<file path="src/rtl/wdog_timer.sv">
module wdog_timer #(
  parameter int TW       = 8,
  parameter int PW       = 8,
  parameter int PD_TICKS = 32,
  parameter logic [15:0] KEY_A = 16'h5555,
  parameter logic [15:0] KEY_B = 16'hAAAA
) (
  input  logic        clk,
  input  logic        rst_n,
  input  logic        tick,
  input  logic        lp_mode,
  input  logic        bus_we,
  input  logic [3:0]  bus_addr,
  input  logic [15:0] bus_wdata,
  output logic [15:0] bus_rdata,
  output logic        chip_rst,
  output logic        ext_rst_n,
  output logic        irq,
  output logic        pd_n
);
  localparam int CW  = TW + 1;
  localparam int PDW = $clog2(PD_TICKS + 1);

  logic [TW-1:0]  tmo;
  logic           ext_ctl, sw_ctl, rtype, wde, susp, susp_lock;
  logic [CW-1:0]  cnt;
  logic           armed, tout, sw_seen;
  logic           int_en, int_flag;
  logic [PW-1:0]  pre;
  logic           pd_en, pd_pulse;
  logic [PDW-1:0] pd_cnt;

  wire wr_ctl  = bus_we && bus_addr == 4'h0;
  wire wr_svc  = bus_we && bus_addr == 4'h2;
  wire wr_icr  = bus_we && bus_addr == 4'h6;
  wire wr_misc = bus_we && bus_addr == 4'h8;

  wire start   = wr_ctl && bus_wdata[2] && !wde;
  wire svc_ok  = wr_svc && bus_wdata == KEY_B && armed && wde && !tout;
  wire run     = tick && wde && !tout && !(susp && lp_mode);
  wire [CW-1:0] cnt_dec = cnt - 1'b1;
  wire step    = run && cnt != '0;
  wire pre_hit = step && pre != '0 && cnt_dec == CW'(pre);
  wire pd_fire = pd_en && tick && pd_cnt == PDW'(PD_TICKS - 1);

  always_ff @(posedge clk or negedge rst_n) begin
    if (!rst_n) begin
      tmo <= '0; ext_ctl <= 1'b1; sw_ctl <= 1'b1; rtype <= 1'b0;
      wde <= 1'b0; susp <= 1'b0; susp_lock <= 1'b0;
    end else if (wr_ctl) begin
      tmo     <= bus_wdata[15:8];
      ext_ctl <= bus_wdata[5];
      sw_ctl  <= bus_wdata[4];
      rtype   <= bus_wdata[3];
      wde     <= wde | bus_wdata[2];
      if (!susp_lock) begin
        susp      <= bus_wdata[0];
        susp_lock <= 1'b1;
      end
    end
  end

  always_ff @(posedge clk or negedge rst_n) begin
    if (!rst_n) begin
      cnt <= '0; tout <= 1'b0;
    end else if (start) begin
      cnt <= CW'(bus_wdata[15:8]) + 1'b1;
    end else if (svc_ok) begin
      cnt <= CW'(tmo) + 1'b1;
    end else if (step) begin
      cnt <= cnt_dec;
      if (cnt_dec == '0) tout <= 1'b1;
    end
  end

  always_ff @(posedge clk or negedge rst_n) begin
    if (!rst_n) armed <= 1'b0;
    else if (wr_svc) armed <= (bus_wdata == KEY_A);
  end

  always_ff @(posedge clk or negedge rst_n) begin
    if (!rst_n) sw_seen <= 1'b0;
    else if (!sw_ctl) sw_seen <= 1'b1;
  end

  always_ff @(posedge clk or negedge rst_n) begin
    if (!rst_n) begin
      int_en <= 1'b0; int_flag <= 1'b0; pre <= '0;
    end else begin
      if (wr_icr) begin
        int_en <= bus_wdata[15];
        pre    <= bus_wdata[PW-1:0];
      end
      if (pre_hit) int_flag <= 1'b1;
      else if (wr_icr && bus_wdata[14]) int_flag <= 1'b0;
    end
  end

  always_ff @(posedge clk or negedge rst_n) begin
    if (!rst_n) begin
      pd_en <= 1'b1; pd_cnt <= '0; pd_pulse <= 1'b0;
    end else begin
      pd_pulse <= pd_fire;
      if (pd_fire || (wr_misc && !bus_wdata[0])) pd_en <= 1'b0;
      else if (pd_en && tick) pd_cnt <= pd_cnt + 1'b1;
    end
  end

  always_comb begin
    case (bus_addr)
      4'h0:    bus_rdata = {tmo, 2'b00, ext_ctl, sw_ctl, rtype, wde, 1'b0, susp};
      4'h4:    bus_rdata = {14'd0, tout, sw_seen};
      4'h6:    bus_rdata = {int_en, int_flag, 14'(pre)};
      4'h8:    bus_rdata = {15'd0, pd_en};
      default: bus_rdata = '0;
    endcase
  end

  assign chip_rst  = (tout && !rtype) || !sw_ctl;
  assign ext_rst_n = ext_ctl && !(tout && rtype);
  assign irq       = int_en && int_flag;
  assign pd_n      = !pd_pulse;


  en_sticky_chk: assert property (@(posedge clk) disable iff (!rst_n) wde |=> wde);

  tout_sticky_chk: assert property (@(posedge clk) disable iff (!rst_n) tout |=> tout);

  expiry_needs_en_chk: assert property (@(posedge clk) disable iff (!rst_n)
    $rose(tout) |-> $past(wde) && $past(tick));

  reload_by_write_chk: assert property (@(posedge clk) disable iff (!rst_n)
    (cnt > $past(cnt)) |-> $past(bus_we));

  suspend_hold_chk: assert property (@(posedge clk) disable iff (!rst_n)
    (susp && lp_mode && !bus_we) |=> $stable(cnt));

  flag_on_tick_chk: assert property (@(posedge clk) disable iff (!rst_n)
    $rose(int_flag) |-> $past(tick));

  pd_one_cycle_chk: assert property (@(posedge clk) disable iff (!rst_n) !pd_n |=> pd_n);
endmodule

</file>
<file path="config.mk">
export PLATFORM = sky130hd
export DESIGN_NAME = wdog_timer
export DESIGN_NICKNAME = d
export VERILOG_FILES = /design/src/rtl/wdog_timer.sv
export SDC_FILE = /design/constraint.sdc
export NUM_CORES = 1
export LEC_CHECK = 0
export BUFFER_PORTS_ARGS = -buffer_cell sky130_fd_sc_hd__clkbuf_2
export CORE_ASPECT_RATIO = 1.25
export CORE_MARGIN = 1.5
export CORE_UTILIZATION = 60
export DETAILED_ROUTE_END_ITERATION = 8
export PLACE_DENSITY = 0.84
export SKIP_LAST_GASP = 1
export SLEW_MARGIN = 25
export SYNTH_ARGS = -nofsm -noshare
export SYNTH_HDL_FRONTEND = slang
export SYNTH_SLANG_ARGS = --single-unit
</file>
<file path="constraint.sdc">
create_clock -name clk -period 5.45 [get_ports clk]
set_clock_uncertainty 0.2 [all_clocks]
set_input_delay 0.2725 -clock clk [delete_from_list [all_inputs] [get_ports clk]]
set_output_delay 0.2725 -clock clk [all_outputs]
set_load 0.02 [all_outputs]
</file>
After elaboration in Yosys (flattened, before gate mapping)
Cells that the tools add are included.
Word-level totals
  flip-flop bits (word level): 44
  input port bits: 25
  output and inout port bits: 20
  word-level logic and storage cells: 84
Cells by class
  $add $sub $neg: 4
  eq/ne operators: 8
  multiplexer cells: 6
  bitwise operators: 5
  reduce and logical (&&, ||, !) cells: 44
Operator list (count)
  $pmux W16 S4: 1
  $mux W9: 3
  $logic_and A1 B1 Y1: 25
  $add A8 B1 Y9 const B: 2
  $eq A16 B15 Y1 const B: 1
  $eq A16 B16 Y1 const B: 1
  $eq A9 B8 Y1: 1
  $logic_not A9 Y1: 1
  $reduce_bool A9 Y1: 1
  $sub A9 B1 Y9 const B: 1
  $eq A4 B3 Y1 const B: 2
  $logic_not A1 Y1: 8
  $reduce_bool A8 Y1: 1
  $add A6 B1 Y6 const B: 1
  $eq A6 B5 Y1 const B: 1
  $eq A4 B2 Y1 const B: 1
  $eq A4 B4 Y1 const B: 1
  $logic_not A4 Y1: 1
  $not A1 Y1: 4
  $reduce_and A2 Y1: 2
  $reduce_and A4 Y1: 1
  $reduce_bool A3 Y1: 1
  $logic_or A1 B1 Y1: 2
  $mux W1: 2
  2 further kinds: 2

Logic depth before layout (Yosys ltp)
  depth after elaboration: 8
  depth in mapped cells: 9

Least setup slack after synthesis
Ideal clock, no wire load.
  path kind: register -> register
  start point: reg cnt[0]
  end point: reg tout
  library setup time: 120 ps
  arrival: 1749 ps
  data required time: 5130 ps
  setup slack: 3380 ps
  cell stages (with the launch flop): 8
  period minus slack after synthesis: 2070 ps
  cell sequence: dfrtp_1 > inv_1 > ha_1 > or3b_4 > or3_1 > nand3_1 > o22ai_1 > a31o_2
Between the ends
  cells in the longest elaborated chain, start to end: 3
  elaborated cells on any way between the ends: 5
RTL lines
  start, declared: line 26  | logic [CW-1:0] cnt;
  start signal, assigned: line 67  | cnt <= CW'(bus_wdata[15:8]) + 1'b1;
  start signal, assigned: line 69  | cnt <= CW'(tmo) + 1'b1;
  start signal, assigned: line 71  | cnt <= cnt_dec;
  $sub A9 B1 Y9 or $reduce_bool A9 Y1 (tied branches): line 41, 42
  $logic_not A9 Y1 or $logic_and A1 B1 Y1 (tied branches): line 72, 42
  $reduce_and A4 Y1 (no line) *
  end signal, assigned: line 65  | cnt <= '0; tout <= 1'b0;
  end signal, assigned: line 72  | if (cnt_dec == '0) tout <= 1'b1;
  end, declared: line 27  | logic armed, tout, sw_seen;
Every way passes the cells marked *; elsewhere a longest branch is shown, timed or not.
A chain may end at the register's enable or synchronous reset.

Worst setup path after layout
  start point: reg cnt[0]
  end point: reg int_flag
Between the ends
  cells in the longest elaborated chain, start to end: 5
  elaborated cells on any way between the ends: 8
RTL lines
  branches (longest 3 deep; another with $sub A9 B1 Y9)
  $logic_and A1 B1 Y1 *: line 43  | wire pre_hit = step && pre != '0 && cnt_dec == CW'(pre);
  $mux W1 or $reduce_bool A2 Y1 (tied branches)
  end signal, assigned: line 88  | int_en <= 1'b0; int_flag <= 1'b0; pre <= '0;
  end signal, assigned: line 94  | if (pre_hit) int_flag <= 1'b1;
  end signal, assigned: line 95  | else if (wr_icr && bus_wdata[14]) int_flag <= 1'b0;
  end, declared: line 28  | logic int_en, int_flag;
Mark *: on every way between the ends.

==> results.txt <==
----------------------------------------------------
[Global route]
  Pin count of the biggest net entering global routing ... 45
  Global-route wire length before repair ... between 10000 and 15000 um
  Initial antenna violation count ... 0
  Vias in the first global route ... 2436
  Global router's overall resource usage ... between 20% and 30%
  Remaining global-route overflow ... 0

[Min path]
  Worst hold path class ... in -> reg
  Start point of the worst hold path ... bus_wdata[1]
  Worst Hold Path Cells ... 2
  Worst Hold End ... pre[1]$_DFFE_PN0P_

[Setup path]
  Category of the worst setup path capture point ... flip-flop
  Type of the worst setup path ... reg -> reg
  Worst-path cell with the longest stage delay ... or3b_4
  End of the worst register-to-register path ... int_flag$_DFFE_PN0P_
  Crit-path leading delay family ... simple AND/OR/NAND/NOR gates
  CP Buf/Inv Count ... 1
  Chain of cells forming the critical path ... inv_1, ha_1, or3b_4, nor3_4, xnor2_1, a2111oi_2, o2111ai_1, o21ai_1
  Number of cells traversed by the worst register-to-register path ... 8
  Setup slack of the worst register-to-register path ... 2.90 ns
  Required time at the endpoint of the critical path ... 5.48 ns
  Delay of the slowest cell on the worst path ... about 0.47 ns
  Type of origin of the critical path ... flip-flop
  Startpoint of the lowest-slack register-to-register path ... cnt[0]$_DFFE_PN0P_
  Data arrival, critical path ... 2.58 ns
  Crit path max fanout ... 11

[Cells and area]
  Area Growth Syn to Fin ... 12.34%
  Multi-input logic area ... 0.001735 mm^2
  Share of cells above drive strength 1 ... 27.33%
  Seq. cell area ... 0.001105 mm^2
  Net total in the final layout ... about 380
  Share of the core filled with cells in the final layout ... between 60% and 70%
  Filler cell count ... 384
  Number of diodes ... 0

[Yosys]
  Post-synth net total ... 337
  Synth async-reset ratio ... 100.0%
  Sequential element share of the synthesized area ... between 30% and 40%
  Largest family of logic cells by synthesized area ... simple AND/OR/NAND/NOR gates
  Number of warnings printed during yosys synthesis ... 0
  Adder-Cell Fraction of Synth Area ... 3.404%
  Synth area leaders ... dfrtp_1 35%, mux2_2 7.7%, xnor2_1 5.4%
  Flip-flop and latch count after synthesis ... between 40 and 50
  Library cell occupying the most area in the post-synthesis netlist ... dfrtp_1
  Basic-gate share of the synthesized area counting and, or, nand and nor cells ... 24.55%
  Syn Inst Count ... 304
  Top cell type's share of synthesized area ... 34.89%
  Share of synthesized area spent on multiplexers ... under 10%
  Syn Area/Cell ... ~9.7 um^2
  Number of synthesized flops with an enable pin ... 0
  Distinct cell type count of the synthesized netlist ... 64
  Share of the synthesized area in compound gates (AO/OA/AOI/OAI) ... 13.40%
  Synthesized-area fraction occupied by xor and xnor cells ... 8.638%
  Predominant post-synthesis flop cell ... dfrtp_1
  Post-synthesis cell area ... 0.002940 mm^2

[Power and ir drop]
  Static leakage ... 1.430 nW
  Clock power share ... between 15 and 20%
  Sequential fraction of design power ... 43.0%
  Maximum VDD drop ... 0.0002095 V
  Pwr/cell area ... 415.8 mW/mm^2
  Combinational cell fraction of total power ... 37.5%
  Int Pwr ... 0.0008257 W
  Switching Fraction ... 39.89%
  NetSw ... between 0.0005 and 0.0006 W

[Clocking]
  Root buffer selected by CTS ... clkbuf_8
  Clk_lat worst skew ... roughly 0.31 ns
  TritonCTS Buffers ... 5
  Largest buffer count on any clock path ... 2
  Clock tree sinks ... 44
  TritonCTS clock tree ... built
  Post-cts sizing count ... 0
  # H-tree levels ... 2
  CTS clock-pin slew for the worst setup and hold paths ... 0.08 ns

[Timing]
  Worst slew pin tran ... 0.8102 ns
  Final critical-path required period ... 2.547 ns
  Share of the cycle needed by the critical path after routing ... 46.73%
  Slew Limit Fails ... 0
  Setup TNS ... 0 ns
  Worst slew margin relative to its limit ... between 40 and 50%
  Final hold violation count ... 0
  Setup repair after global routing missed its margin ... no
  Fmax achieved ... 392.6 MHz
  Setup violations, final ... 0

[Placement]
  Routability congestion estimate from global placement ... 0.9988
  Total of buffers placed on input and output ports ... 44
  Placed wire-length estimate ... 5373 um

[Die]
  DIE WIDTH ... 65.62 um
  Core Footprint ... between 0.004 and 0.005 mm^2
  Total die area ... 0.005332 mm^2
  # rows ... 28
  Initial core utilization ... 62.17%
  Die Y ... 81.27 um
  Count of boundary I/O pins ... 45

[Routing]
  Vias post-DR ... approximately 2400
  Number of iterations in the first detailed-routing pass ... 4
  Remaining routing DRC violations ... 0
  Via-per-instance ratio ... 6.050
  Aggregate routed wire length ... 7101 um
  Violation count after the first detailed-routing iteration ... 177
  Routed len/inst ... 17.58 um
  Antenna Violating Nets Remaining ... 0

[Status]
  Result of the run ... finished clean

[Flow run]
  Maximum Capacitance Violations ... 0

----------------------------------------------------
## state kept, by name, summed over array words and instances (netlist names), 6 cells and up
| signal | flops |
|---|---|
| cnt | 9 |
| pd_cnt | 6 |
| pre | 8 |
| tmo | 8 |
## cell usage after synthesis, drive strengths merged, types with 8 or more instances
library cell	n
nand4	12
nand2	21
nand3	16
and2	11
inv	9
xnor2	18
ha	8
nor2	23
mux2	20
nor3	10
clkbuf	8
dfrtp	41
xor2	11
o21ai	14
## per-stage QoR
| step | area [um^2] | hold slack [ns] | setup slack, ns | power (W) | cells |
|---|---|---|---|---|---|
| 6_report | 3303 | 0.03723 | 2.903 | 0.001374 | 404 |
| 5_1_grt | 3303 | 0.03317 | 2.745 | 0.001459 | 404 |
| 4_1_cts | 3303 | 0.02602 | 2.926 | 0.001374 | 404 |
| 3_5_place_dp | 3172 | 0.1445 | 2.949 | 0.001105 | 395 |
| 3_3_place_gp | 3169 | 0.2503 | 3.022 | 0.001084 | 395 |
| 2_1_floorplan | 2940 | -0.2231 | 3.381 | 0.0009608 | 304 |
## what timing repair did
item	4_1_cts	5_1_grt
endpoints found under the hold margin	41	0
hold buffers	1	0
buffers inserted	0	0
## layer usage
layer | GRT usage [%] | up-vias | routed length [um]
li1 | - | 1174 | -
met1 | 37.63 | 1182 | 3016
met2 | 48.98 | 65 | 3562
met3 | 4.571 | 23 | 273
met4 | 13.75 | 0 | 248
met5 | 0 | - | 0
## worst max path at each step
| stage | start | end | slack (ns) | cells past startpoint |
|---|---|---|---|---|
| floorplan | cnt[0]$_DFFE_PN0P_ | tout$_DFFE_PN0P_ | 3.38 | 7 |
| global placement | bus_wdata[8] | cnt[4]$_DFFE_PN0P_ | 3.02 | 9 |
| detailed placement | bus_wdata[8] | cnt[4]$_DFFE_PN0P_ | 2.95 | 9 |
| CTS | cnt[0]$_DFFE_PN0P_ | int_flag$_DFFE_PN0P_ | 2.93 | 8 |
| global route | cnt[0]$_DFFE_PN0P_ | int_flag$_DFFE_PN0P_ | 2.75 | 8 |
| finish | cnt[0]$_DFFE_PN0P_ | int_flag$_DFFE_PN0P_ | 2.90 | 8 |
## power by group through the flow
stage / clock network, W / registers [W] / logic [W]
after floorplan: 0 / 0.000511 / 0.000450
after global placement: 0 / 0.000586 / 0.000498
after detailed placement: 0 / 0.000591 / 0.000514
after CTS: 0.000273 / 0.000585 / 0.000516
after global routing: 0.000283 / 0.000604 / 0.000572
final: 0.000268 / 0.000590 / 0.000515
## worst reg2reg max path: cells and delay by family (launching register included)
kind | cells | cell delay [ns]
XOR/XNOR | 1 | 0.13
adder cells (fa/ha/maj) | 1 | 0.39
buffers and inverters | 1 | 0.14
flip-flops | 1 | 0.44
AND/OR/NAND/NOR | 2 | 0.65
AO/OA/AOI/OAI | 3 | 0.53
## cells by family after synthesis
logic type	after synthesis
fa+ha+maj	8
buf+inv	22
simple gates	124
compound gates	53
flops	44
xor+xnor	29
mux	24
## cell type report
type                            instances  share of cell area [%]
Inverter                                9                   1.023
Clock inverter                          2                   1.174
Sequential cell                        44                   33.45
Multi-Input combinational cell        238                   52.54
Timing Repair Buffer                   45                   7.045
Clock buffer                            6                   2.500
Tap cell                               60                   2.273
## cell usage in the layout (no fill, tap or decap), types with 8 or more instances in the layout
cell      instances
ha_1              8
o21ai_0          11
dfrtp_1          41
mux2_2           20
xor2_1           11
nand2_1          21
clkbuf_2         43
and2_1           11
nor3_1            8
nand3_1          15
nor2_1           21
xnor2_1          18
nand4_1          12
inv_1             9
(Power assumes the default switching activity.)
